$ cat config.mk
export PLATFORM = sky130hd
export DESIGN_NAME = depth_merge_chain
export DESIGN_NICKNAME = d
export VERILOG_FILES = /design/src/rtl/dmc_pkg.sv /design/src/rtl/dmc_rst_sync.sv /design/src/rtl/dmc_cover.sv /design/src/rtl/dmc_stage.sv /design/src/rtl/depth_merge_chain.sv
export SDC_FILE = /design/constraint.sdc
export NUM_CORES = 1
export LEC_CHECK = 0
export ABC_AREA = 0
export ABC_CLOCK_PERIOD_IN_PS = 14800
export CORE_ASPECT_RATIO = 0.5
export CORE_MARGIN = 4
export CORE_UTILIZATION = 50
export CTS_BUF_LIST = sky130_fd_sc_hd__clkbuf_16
export CTS_CLUSTER_DIAMETER = 30
export DETAILED_ROUTE_END_ITERATION = 8
export GPL_ROUTABILITY_DRIVEN = 1
export PLACE_DENSITY = 0.78
export SETUP_SLACK_MARGIN = 0.3
export SKIP_LAST_GASP = 1
export SLEW_MARGIN = 20
export SYNTH_ARGS = -nofsm -noshare
export SYNTH_HDL_FRONTEND = slang
export SYNTH_SLANG_ARGS = --single-unit
$ cat constraint.sdc
create_clock -name clk -period 14.8 [get_ports clk]
set_input_delay 2.96 -clock clk [delete_from_list [all_inputs] [get_ports clk]]
set_output_delay 2.96 -clock clk [all_outputs]
set_load 0.01 [all_outputs]
$ cat src/rtl/dmc_pkg.sv
package dmc_pkg;
  localparam int COORD_W = 8;
  localparam int Z_W     = 16;
  localparam int RGB_W   = 24;

  typedef logic [COORD_W-1:0] coord_t;
  typedef logic [Z_W-1:0]     z_t;
  typedef logic [RGB_W-1:0]   rgb_t;

  // pixel travelling down the chain
  typedef struct packed {
    coord_t x;
    coord_t y;
    rgb_t   rgb;
    z_t     z;
  } frag_t;

  // primitive held by one stage
  typedef struct packed {
    logic   live;
    rgb_t   rgb;
    z_t     z;
    coord_t x0;
    coord_t x1;
    coord_t y0;
    coord_t y1;
  } prim_t;
endpackage

$ cat src/rtl/dmc_rst_sync.sv
module dmc_rst_sync (
  input  logic clk,
  input  logic rst_n_i,
  output logic rst_n_o
);
  logic [1:0] sync_q;
  logic [1:0] sync_d;

  always_comb sync_d = {sync_q[0], 1'b1};

  always_ff @(posedge clk or negedge rst_n_i) begin
    if (!rst_n_i) sync_q <= 2'b00;
    else          sync_q <= sync_d;
  end

  assign rst_n_o = sync_q[1];
endmodule

$ cat src/rtl/dmc_cover.sv
module dmc_cover
  import dmc_pkg::*;
(
  input  logic   live,
  input  coord_t px,
  input  coord_t py,
  input  coord_t x0,
  input  coord_t x1,
  input  coord_t y0,
  input  coord_t y1,
  output logic   hit
);
  logic in_x;
  logic in_y;

  always_comb begin
    in_x = (px >= x0) && (px <= x1);
    in_y = (py >= y0) && (py <= y1);
    hit  = live && in_x && in_y;
  end
endmodule

$ cat src/rtl/dmc_stage.sv
module dmc_stage
  import dmc_pkg::*;
(
  input  logic  clk,
  input  logic  rst_n,
  input  logic  ld_en,
  input  prim_t ld_prim,
  input  logic  in_vld,
  input  frag_t in_frag,
  output logic  out_vld,
  output frag_t out_frag,
  output logic  own_live,
  output z_t    own_z,
  output rgb_t  own_rgb
);
  prim_t prim_q, prim_d;
  frag_t frag_q, frag_d, pick;
  logic  vld_q, vld_d;
  logic  covered, own_wins;

  dmc_cover u_cover (
    .live (prim_q.live),
    .px   (in_frag.x),
    .py   (in_frag.y),
    .x0   (prim_q.x0),
    .x1   (prim_q.x1),
    .y0   (prim_q.y0),
    .y1   (prim_q.y1),
    .hit  (covered)
  );

  // strict compare: on equal depth the carried value stays
  always_comb begin
    own_wins = covered && (prim_q.z > in_frag.z);
    pick     = in_frag;
    if (own_wins) begin
      pick.rgb = prim_q.rgb;
      pick.z   = prim_q.z;
    end
  end

  always_comb begin
    prim_d = ld_en  ? ld_prim : prim_q;
    frag_d = in_vld ? pick    : frag_q;
    vld_d  = in_vld;
  end

  always_ff @(posedge clk or negedge rst_n) begin
    if (!rst_n) begin
      prim_q <= '0;
      frag_q <= '0;
      vld_q  <= 1'b0;
    end else begin
      prim_q <= prim_d;
      frag_q <= frag_d;
      vld_q  <= vld_d;
    end
  end

  assign out_vld  = vld_q;
  assign out_frag = frag_q;
  assign own_live = prim_q.live;
  assign own_z    = prim_q.z;
  assign own_rgb  = prim_q.rgb;
endmodule

$ cat src/rtl/depth_merge_chain.sv
module depth_merge_chain
  import dmc_pkg::*;
#(
  parameter int NUM_STAGES = 4
) (
  input  logic                  clk,
  input  logic                  rst_n,
  input  logic [NUM_STAGES-1:0] ld_sel,
  input  logic                  ld_live,
  input  logic [RGB_W-1:0]      ld_rgb,
  input  logic [Z_W-1:0]        ld_z,
  input  logic [COORD_W-1:0]    ld_x0,
  input  logic [COORD_W-1:0]    ld_x1,
  input  logic [COORD_W-1:0]    ld_y0,
  input  logic [COORD_W-1:0]    ld_y1,
  input  logic [RGB_W-1:0]      bg_rgb,
  input  logic                  pix_vld,
  input  logic [COORD_W-1:0]    pix_x,
  input  logic [COORD_W-1:0]    pix_y,
  output logic                  res_vld,
  output logic [COORD_W-1:0]    res_x,
  output logic [COORD_W-1:0]    res_y,
  output logic [RGB_W-1:0]      res_rgb,
  output logic [Z_W-1:0]        res_z
);
  localparam int LAST = NUM_STAGES;

  logic                    rst_n_s;
  prim_t                   ld_prim;
  logic  [NUM_STAGES:0]    lane_vld;
  frag_t [NUM_STAGES:0]    lane_frag;
  logic  [NUM_STAGES-1:0]  prim_live;
  z_t    [NUM_STAGES-1:0]  prim_z;
  rgb_t  [NUM_STAGES-1:0]  prim_rgb;

  dmc_rst_sync u_rst_sync (
    .clk     (clk),
    .rst_n_i (rst_n),
    .rst_n_o (rst_n_s)
  );

  always_comb begin
    ld_prim.live = ld_live;
    ld_prim.rgb  = ld_rgb;
    ld_prim.z    = ld_z;
    ld_prim.x0   = ld_x0;
    ld_prim.x1   = ld_x1;
    ld_prim.y0   = ld_y0;
    ld_prim.y1   = ld_y1;
  end

  // head of chain: background at the farthest depth
  always_comb begin
    lane_vld[0]       = pix_vld;
    lane_frag[0].x    = pix_x;
    lane_frag[0].y    = pix_y;
    lane_frag[0].rgb  = bg_rgb;
    lane_frag[0].z    = '0;
  end

  for (genvar g = 0; g < NUM_STAGES; g++) begin : g_stage
    dmc_stage u_stage (
      .clk      (clk),
      .rst_n    (rst_n_s),
      .ld_en    (ld_sel[g]),
      .ld_prim  (ld_prim),
      .in_vld   (lane_vld[g]),
      .in_frag  (lane_frag[g]),
      .out_vld  (lane_vld[g+1]),
      .out_frag (lane_frag[g+1]),
      .own_live (prim_live[g]),
      .own_z    (prim_z[g]),
      .own_rgb  (prim_rgb[g])
    );
  end

  assign res_vld = lane_vld[LAST];
  assign res_x   = lane_frag[LAST].x;
  assign res_y   = lane_frag[LAST].y;
  assign res_rgb = lane_frag[LAST].rgb;
  assign res_z   = lane_frag[LAST].z;
endmodule

==> results.yml, run 1 <==
synth:
  synthesis.nets: 2501
  synth_area_mm2: 0.02456
  ys_seq_area_share_pct: 53.19
  synth-edff-count: 0
  synth_cell_types: 46
  synth_ff_type: "dfrtp_1"
  synth_cells: 2205
  async_reset_ff_share_pct: 100.0
  synth-seq-cells: 522
  ys_warn_count: 0
  synth.avg_cell_area_um2: 11.14
floorplanning:
  die_w_um: 321.4
  core_mm2: 0.04857
  boundaryPins: 177
  placementRows: 57
  die_h_um: 164.7
  start_util_pct: 50.56
  die_area_mm2: 0.05294
placed_design:
  port_buffers: 176
  place_congestion: 0.8235
  dpl.hpwl_um: 38690
  placed_area_mm2: 0.02674
global_route:
  antenna_found_initial: 2
  gr-total-overflow: 0
  first_global_vias: 17620
  grt_pass1_wl_um: 93460
  grt_max_degree: 100
  grt_usage_pct: 22.20
run:
  cap_violations: 0
clock_network:
  clkSinkCount: 522
  clkLatencyLatePin_ns: 0.59
  cts_htree_levels: 3
  clk_path_buf_depth: 3
  post_cts_buffers: 0
  postCtsResizedCells: 0
  tritoncts: "built"
  clock-root-buffer: "clkbuf_16"
  cts_buffers: 71
  clk_pin_slew_worst_paths_ns: 0.06
  cts_hold_buf: 0
drt:
  wl_per_cell_um: 18.75
  vias: 16980
  routed_wl_um: 57450
  firstDrtPassIters: 5
  drt_iter0_drc: 1024
  ant_nets: 0
  drc: 0
  via_per_inst: 5.540
power:
  swShare_pct: 27.17
  switchingPower_mw: 1.093
  ir_drop_v: 0.00008095
  p_seq_share_pct: 42.2
  power.internal_mw: 2.931
  p_clk_share_pct: 42.2
  power_density_mw_per_mm2: 138.1
  pwr-share-comb_pct: 15.7
  p_leak_nw: 13.49
timing:
  setup_tns_ns: 0
  maxSlewViolCount: 0
  fmax_ghz: 0.1875
  rsz0062_at_grt: "no"
  tightestPinTransition_ns: 1.045
  fin_crit_sh_pct: 36.04
  slew_headroom_pct: 30.31
  setup_viol: 0
  skew_ns: 0.02275
  hold_viol: 0
  finalCriticalPeriod_ns: 5.334
setup_path:
  crit_path_end_kind: "flip-flop"
  crit_required_ns: 15.22
  cp.arrival_ns: 5.75
  path_class: "in -> reg"
  cp_max_fo: 40
  worstSetupStartpointType: "primary input"
worst_hold_path:
  hold_path_class: "reg -> reg"
finish:
  nets: 2654
  drive_above_1_share_pct: 15.78
  area_delta_synth_final_pct: 18.69
  fin_area_mm2: 0.02915
status:
  status: "complete, no violations"
[power by group through the flow]
stage | clock network (mW) | logic [mW] | registers, mW
after detailed placement | 0 | 0.626 | 1.72
final | 1.70 | 0.631 | 1.70
after floorplan | 0 | 0.383 | 1.72
after global placement | 0 | 0.601 | 1.71
after CTS | 1.72 | 0.634 | 1.70
after global routing | 1.79 | 0.711 | 1.72
[critical path: stages]
cell	delay, ns
clkdlybuf4s50_1	0.46
ha_1	0.34
a21o_1	0.18
a2111oi_0	0.36
o21ai_0	0.14
o2111a_1	0.20
nand4_1	0.12
buf_4	0.56
mux2i_1	0.30
a21oi_1	0.10
[flip-flops by register name, indices dropped and copies added, names as in the netlist]
register	flops
g_stage.u_stage.out_frag	224
g_stage.u_stage.prim_q	128
g_stage.u_stage.own_rgb	96
g_stage.u_stage.own_z	64
g_stage.u_stage.out_vld	4
g_stage.u_stage.own_live	4
u_rst_sync.sync_q	2
[cells in the mapped netlist (all sizes together) (10+ instances only)]
| library cell | number | share of area, % |
|---|---|---|
| a21o | 15 | 0.46 |
| a21oi | 147 | 3.0 |
| buf | 30 | 0.94 |
| clkbuf | 86 | 1.3 |
| dfrtp | 522 | 53 |
| ha | 176 | 9.0 |
| inv | 196 | 3.0 |
| mux2 | 235 | 11 |
| mux2i | 89 | 3.6 |
| nand2 | 217 | 3.3 |
| nand3 | 63 | 1.3 |
| nand4 | 29 | 0.80 |
| nor2 | 104 | 1.6 |
| nor2b | 10 | 0.25 |
| o211ai | 12 | 0.37 |
| o21ai | 144 | 2.9 |
| o221ai | 55 | 2.0 |
| o22ai | 18 | 0.46 |
[placed cells by master, fill, tap and decap left out, drive strengths merged, types with 29 or more instances in the layout]
cell type | netlist | layout
dfrtp | 522 | 522
ha | 176 | 176
nand2 | 217 | 217
clkdlybuf4s50 | 0 | 171
nor2 | 104 | 104
clkbuf | 86 | 74
a21oi | 147 | 147
mux2 | 235 | 235
o21ai | 144 | 144
nand4 | 29 | 29
o221ai | 55 | 55
inv | 196 | 213
mux2i | 89 | 89
nand3 | 63 | 63
[final timing paths]
path	start	to	slack [ns]	cells after the start
max	pix_y[4]	g_stage[0].u_stage.out_frag[28]	9.47	10
min	u_rst_sync.sync_q[0]	u_rst_sync.sync_q[1]	0.36	0
max reg2reg	g_stage[1].u_stage.out_frag[15]	g_stage[2].u_stage.out_frag[39]	11.14	10
min reg2reg	u_rst_sync.sync_q[0]	u_rst_sync.sync_q[1]	0.36	0
max in group asynchronous	u_rst_sync.sync_q[1]	g_stage[3].u_stage.own_z[11]	12.10	2
min in group asynchronous	u_rst_sync.sync_q[1]	g_stage[3].u_stage.out_frag[30]	0.46	0
[area by class of cell]
cell class,instances,area [um2]
fill,3782,19420
sequential,522,13080
multi-input combinational,1371,10220
timing repair buffer,196,1927
clock buffer,74,1852
tap,649,812.0
inverter,196,735.7
clock inverter,55,520.5
antenna,1,2.502
[routing by layer]
layer,vias up,share of wire (%),track usage (%)
met5,-,0.023,0
met4,2,2.7,6.776
met3,129,3.8,3.992
met2,352,52,40.13
met1,8463,42,27.42
li1,8029,-,-
[through the flow]
| stage | power (mW) | setup slack, ns | instances | hold slack (ns) | util, % |
|---|---|---|---|---|---|
| floorplan | 2.098 | 6.302 | 2205 | 0.3311 | - |
| global placement | 2.316 | 8.988 | 2933 | 0.3340 | 55.05 |
| detailed placement | 2.347 | 8.872 | 2933 | 0.3444 | 55.05 |
| CTS | 4.052 | 9.426 | 3062 | 0.3571 | 59.94 |
| global route | 4.221 | 9.280 | 3064 | 0.3676 | 60.01 |
| finish | 4.024 | 9.466 | 3064 | 0.3556 | 60.01 |
[cell families (layout without fill, tap and decap cells)]
logic type                 Yosys count  after routing  share of synthesized area (%)
DFF                                522            522                          53.19
and+or+nand+nor                    447            447                          7.893
AOI/OAI and AO/OA                  423            423                          10.27
muxes                              324            324                          14.40
buffers and inverters              312            521                          5.253
adders and majority gates          176            176                          8.968
other                                1              2                        0.01527
Note: power is estimated with default switching activity, not from simulation.
==> run 2, diff against run 1 <==
--- a/config.mk
+++ b/config.mk
@@ -6,7 +6,7 @@
 export NUM_CORES = 1
 export LEC_CHECK = 0
 export ABC_AREA = 0
-export ABC_CLOCK_PERIOD_IN_PS = 14800
+export ABC_CLOCK_PERIOD_IN_PS = 5200
 export CORE_ASPECT_RATIO = 0.5
 export CORE_MARGIN = 4
 export CORE_UTILIZATION = 50
@@ -14,7 +14,7 @@
 export CTS_CLUSTER_DIAMETER = 30
 export DETAILED_ROUTE_END_ITERATION = 8
 export GPL_ROUTABILITY_DRIVEN = 1
-export PLACE_DENSITY = 0.78
+export PLACE_DENSITY = 0.76
 export SETUP_SLACK_MARGIN = 0.3
 export SKIP_LAST_GASP = 1
 export SLEW_MARGIN = 20
==> constraint.sdc (replaced) <==
create_clock -name clk -period 5.2 [get_ports clk]
set_input_delay 1.04 -clock clk [delete_from_list [all_inputs] [get_ports clk]]
set_output_delay 1.04 -clock clk [all_outputs]
set_load 0.01 [all_outputs]
==> run 2 against run 1 <==
  * Wire length decreased by 0.56%
  * First-iteration DRC count increased by 12%
  * Clock skew about the same
  * Combinational power increased to 2.9 times the previous value
  * Sequential share of layout area decreased by 0.34 points
  * Sequential power increased to 2.8 times the previous value
  * Utilization increased by 0.46 points
  * Final area increased by 0.76%
==> results.yml, run 2 (same netlist as run 1, synthesis figures left out) <==
floorplanning:
  die_area_mm2: 0.05294
  start_util_pct: 50.56
  boundaryPins: 177
  core_mm2: 0.04857
  placementRows: 57
  die_h_um: 164.7
  die_w_um: 321.4
setup_path:
  crit_required_ns: 5.69
  worstRegToRegCells: 10
  worstSetupStartpointType: "flip-flop"
  rr_endpoint: "g_stage[2].u_stage.out_frag[4]"
  path_class: "reg -> reg"
  cp-endpoint: "g_stage[2].u_stage.out_frag[4]"
  crit_path_end_kind: "flip-flop"
  setup.worst_path.start: "g_stage[1].u_stage.out_frag[42]"
  cp_max_fo: 41
  cp.arrival_ns: 4.02
  r2r_start: "g_stage[1].u_stage.out_frag[42]"
  r2r_setup_slack_ns: 1.67
timing:
  skew_ns: 0.02285
  hold_viol: 0
  slew_headroom_pct: 27.28
  fin_crit_sh_pct: 67.81
  maxSlewViolCount: 0
  setup_tns_ns: 0
  fmax_ghz: 0.2836
  finalCriticalPeriod_ns: 3.526
  setup_viol: 0
  rsz0062_at_grt: "no"
  tightestPinTransition_ns: 1.091
clock_network:
  cts_buffers: 77
  clk_pin_slew_worst_paths_ns: 0.05
  clock-root-buffer: "clkbuf_16"
  clkSinkCount: 522
  clk_path_buf_depth: 3
  cts_htree_levels: 3
  post_cts_buffers: 0
  cts_hold_buf: 0
  tritoncts: "built"
  postCtsResizedCells: 0
  clkLatencyLatePin_ns: 0.60
worst_hold_path:
  hold_path_class: "reg -> async"
placed_design:
  placed_area_mm2: 0.02677
  dpl.hpwl_um: 37960
  port_buffers: 176
  place_congestion: 0.8328
run:
  cap_violations: 0
finish:
  area_delta_synth_final_pct: 19.60
  nets: 2659
  largest_reg_flops: 224
  fin_area_mm2: 0.02937
  drive_above_1_share_pct: 16.05
  layout_common_cells: "dfrtp_1, mux2_2, nand2_1"
  layout_commonest_cell: "dfrtp_1"
global_route:
  use_met2_pct: 39.57
  grtUsageMet3_pct: 4.151
  grt_pass1_wl_um: 93320
  grt-busiest-layer: "met2"
  first_global_vias: 17960
  antenna_found_initial: 1
  grt_max_degree: 158
  gr-total-overflow: 0
  grtUsageMet1_pct: 26.92
  grt_usage_pct: 22.02
drt:
  vias: 16940
  drc: 0
  wl_per_cell_um: 18.58
  via_per_inst: 5.510
  firstDrtPassIters: 5
  ant_nets: 0
  drt_iter0_drc: 1146
  routed_wl_um: 57130
power:
  power_density_mw_per_mm2: 399.7
  p_leak_nw: 13.59
  ir_drop_v: 0.0002295
status:
  status: "complete, no violations"
-- run 2: cell types whose count changed in the layout (fill, tap and decap cells not counted), sizes merged --
cell / change
inv: -2
clkinv: +11
buf: -1
clkinvlp: -2
clkbuf: +4
-- run 2: metal layers --
metal  wire (um)  vias to the layer above  part of all wire (%)
met2       29240                      385                    51
li1            -                     8032                     -
met1       23770                     8417                    42
met5           0                        -                     0
met3        2643                      103                   4.6
met4        1472                        0                   2.6
-- run 2: power by group --
group | internal [mW] | switching [mW] | leakage [nW]
combinational | 0.861 | 0.945 | 6.10
sequential | 4.52 | 0.304 | 6.23
clock | 3.13 | 1.97 | 1.26
-- run 2: final cells by class --
class | count | area, um2
fill | 3757 | 19200
sequential | 522 | 13080
multi-input combinational | 1371 | 10220
clock buffer | 78 | 1952
timing repair buffer | 195 | 1949
tap | 649 | 812.0
inverter | 196 | 735.7
clock inverter | 62 | 619.3
antenna | 1 | 2.502
-- run 2: stage by stage --
stage | instances | power [mW] | setup slack (ns) | hold WS (ns) | utilization (%)
after floorplan | 2205 | 5.970 | 0.1177 | 0.3312 | -
after global placement | 2932 | 6.595 | 1.292 | 0.3029 | 55.11
after detailed placement | 2932 | 6.682 | 1.244 | 0.3029 | 55.11
after CTS | 3072 | 11.83 | 1.680 | 0.3096 | 60.41
after global routing | 3074 | 12.30 | 1.483 | 0.3312 | 60.47
final | 3074 | 11.74 | 1.674 | 0.2931 | 60.47
-- run 2: worst max-delay path, cell delays in order, from the launching register on --
cell	delay, ns
dfrtp_1	0.42
ha_1	0.33
a21o_1	0.18
a31oi_1	0.17
o21ai_0	0.13
a221oi_1	0.91
nor4_4	0.10
buf_4	0.36
and2b_1	0.24
buf_4	0.29
o221ai_1	0.26
-- run 2: worst min-delay path by stage --
stage / from / endpoint / slack [ns] / cells after the start
2_1_floorplan: u_rst_sync.sync_q[0] / u_rst_sync.sync_q[1] / 0.33 / 0
4_1_cts: u_rst_sync.sync_q[1] / g_stage[3].u_stage.out_frag[31] / 0.31 / 0
6_report: u_rst_sync.sync_q[1] / g_stage[0].u_stage.own_rgb[12] / 0.29 / 0
3_3_place_gp: u_rst_sync.sync_q[1] / g_stage[3].u_stage.out_frag[31] / 0.30 / 0
5_1_grt: u_rst_sync.sync_q[1] / g_stage[3].u_stage.out_frag[31] / 0.33 / 0
3_5_place_dp: u_rst_sync.sync_q[1] / g_stage[3].u_stage.out_frag[31] / 0.30 / 0
==> run 3, diff against run 2 <==
--- a/config.mk
+++ b/config.mk
@@ -6,7 +6,7 @@
 export NUM_CORES = 1
 export LEC_CHECK = 0
 export ABC_AREA = 0
-export ABC_CLOCK_PERIOD_IN_PS = 5200
+export ABC_CLOCK_PERIOD_IN_PS = 3100
 export CORE_ASPECT_RATIO = 0.5
 export CORE_MARGIN = 4
 export CORE_UTILIZATION = 50
@@ -14,7 +14,7 @@
 export CTS_CLUSTER_DIAMETER = 30
 export DETAILED_ROUTE_END_ITERATION = 8
 export GPL_ROUTABILITY_DRIVEN = 1
-export PLACE_DENSITY = 0.76
+export PLACE_DENSITY = 0.78
 export SETUP_SLACK_MARGIN = 0.3
 export SKIP_LAST_GASP = 1
 export SLEW_MARGIN = 20
==> constraint.sdc (replaced) <==
create_clock -name clk -period 3.1 [get_ports clk]
set_input_delay 0.62 -clock clk [delete_from_list [all_inputs] [get_ports clk]]
set_output_delay 0.62 -clock clk [all_outputs]
set_load 0.01 [all_outputs]
==> run 3 against run 2 <==
  * Via count increased by 3.9%
  * Final area increased by 2.5%
  * Sequential share of layout area decreased by 1.1 points
  * First-iteration DRC count increased by 7.0%
  * Clock-buffer cell count decreased by 2
  * Critical path type unchanged
  * Highest routed layer is now met5
==> results.yml, run 3 (same netlist as run 1, synthesis figures left out) <==
run:
  cap_violations: 0
timing:
  rsz0062_at_grt: "yes"
  hold_viol: 0
  tightestPinTransition_ns: 0.9437
  worst_slack_ns: 0.2965
  fmax_ghz: 0.3567
  finalCriticalPeriod_ns: 2.803
  maxSlewViolCount: 0
  slew_headroom_pct: 37.08
  fin_crit_sh_pct: 90.43
  skew_ns: 0.02654
  setup_tns_ns: 0
  setup_viol: 0
  whs_ns: 0.1587
setup_path:
  worstRegToRegCells: 10
  cp_max_fo: 26
  cp.arrival_ns: 3.30
  worstSetupStartpointType: "flip-flop"
  crit_required_ns: 3.60
  path_class: "reg -> reg"
  crit_path_end_kind: "flip-flop"
placed_design:
  dpl_worst_slack_ns: -0.03797
  place_congestion: 0.8181
  port_buffers: 176
  placed_area_mm2: 0.02720
  dpl.hpwl_um: 40020
finish:
  layout_common_cells: "dfrtp_1, mux2_2, nand2_1"
  area_delta_synth_final_pct: 22.64
  fin_area_mm2: 0.03012
  drive_above_1_share_pct: 18.48
  layout_commonest_cell: "dfrtp_1"
  largest_reg_flops: 224
  nets: 2702
  n_fill_cell: 3639
  diodes: 0
drt:
  wl_per_cell_um: 20.07
  drt_iter0_drc: 1226
  drc: 0
  via_per_inst: 5.647
  routed_wl_um: 62530
  firstDrtPassIters: 5
  ant_nets: 0
  vias: 17600
clock_network:
  clkSinkCount: 522
  clkLatencyLatePin_ns: 0.61
  clk_pin_slew_worst_paths_ns: 0.07
  clk_path_buf_depth: 3
  clock-root-buffer: "clkbuf_16"
  cts_buffers: 75
  cts_htree_levels: 3
  cts_hold_buf: 0
  tritoncts: "built"
floorplanning:
  placementRows: 57
  core_mm2: 0.04857
  die_h_um: 164.7
  die_w_um: 321.4
  boundaryPins: 177
  die_area_mm2: 0.05294
  start_util_pct: 50.56
worst_hold_path:
  hold_path_class: "in -> async"
power:
  p_leak_nw: 13.91
  power_density_mw_per_mm2: 667.4
  ir_drop_v: 0.0003853
  fin_total_pwr_mw: 20.10
global_route:
  first_global_vias: 18190
  antenna_found_initial: 1
  grt_max_degree: 100
  grt_usage_pct: 22.77
  grt_pass1_wl_um: 95800
  gr-total-overflow: 0
status:
  status: "complete, no violations"
run 3: critical path: stages, from the launching register on:
cell	delay, ns
dfrtp_1	0.39
inv_1	0.10
ha_1	0.33
nand2_1	0.10
or4_1	0.57
o2111a_1	0.26
nand4_1	0.14
buf_4	0.17
buf_6	0.28
mux2i_1	0.25
a21oi_1	0.08
run 3: repair_timing:
action,4_1_cts,5_1_grt
setup endpoints to repair,40,61
resized for setup,2,23
pin swaps,0,8
cloned,0,7
setup buffers,0,2
run 3: stage by stage:
stage / util, % / instances
floorplan: - / 2205
global placement: 56.01 / 2967
detailed placement: 56.01 / 2967
CTS: 61.38 / 3105
global route: 62.01 / 3116
finish: 62.01 / 3116
run 3: worst paths after layout:
kind / from / end / slack [ns]
max reg2reg: g_stage[0].u_stage.out_frag[7] / g_stage[1].u_stage.out_frag[31] / 0.30
min: rst_n / u_rst_sync.sync_q[1] / 0.16
min in group clk: u_rst_sync.sync_q[0] / u_rst_sync.sync_q[1] / 0.36
max in group asynchronous: u_rst_sync.sync_q[1] / g_stage[3].u_stage.prim_q[6] / 1.73
max: g_stage[0].u_stage.out_frag[7] / g_stage[1].u_stage.out_frag[31] / 0.30
min reg2reg: u_rst_sync.sync_q[0] / u_rst_sync.sync_q[1] / 0.36
run 3: where the power goes:
part	internal (mW)	switching, mW	total, mW
logic	1.56	1.67	3.23
registers	7.58	0.537	8.12
clock network	5.29	3.46	8.75
total	14.4	5.67	20.1
run 3: cell type report:
type | count | area [um2] | area share (%)
well taps | 649 | 812.0 | 2.696
inverters | 196 | 735.7 | 2.443
repair buffers | 240 | 2584 | 8.580
clock buffers | 76 | 1902 | 6.315
multi-input cells | 1371 | 10310 | 34.22
clock inverters | 62 | 698.2 | 2.318
flip-flops and latches | 522 | 13080 | 43.43
run 3: metal layers:
metal  up-vias  wire length, um  GRT usage, %
li1       8119                -             -
met1      8852            25210         27.64
met2       472            32320         41.38
met3       151             2971         3.968
met4         2             2015         7.939
met5         -               11             0
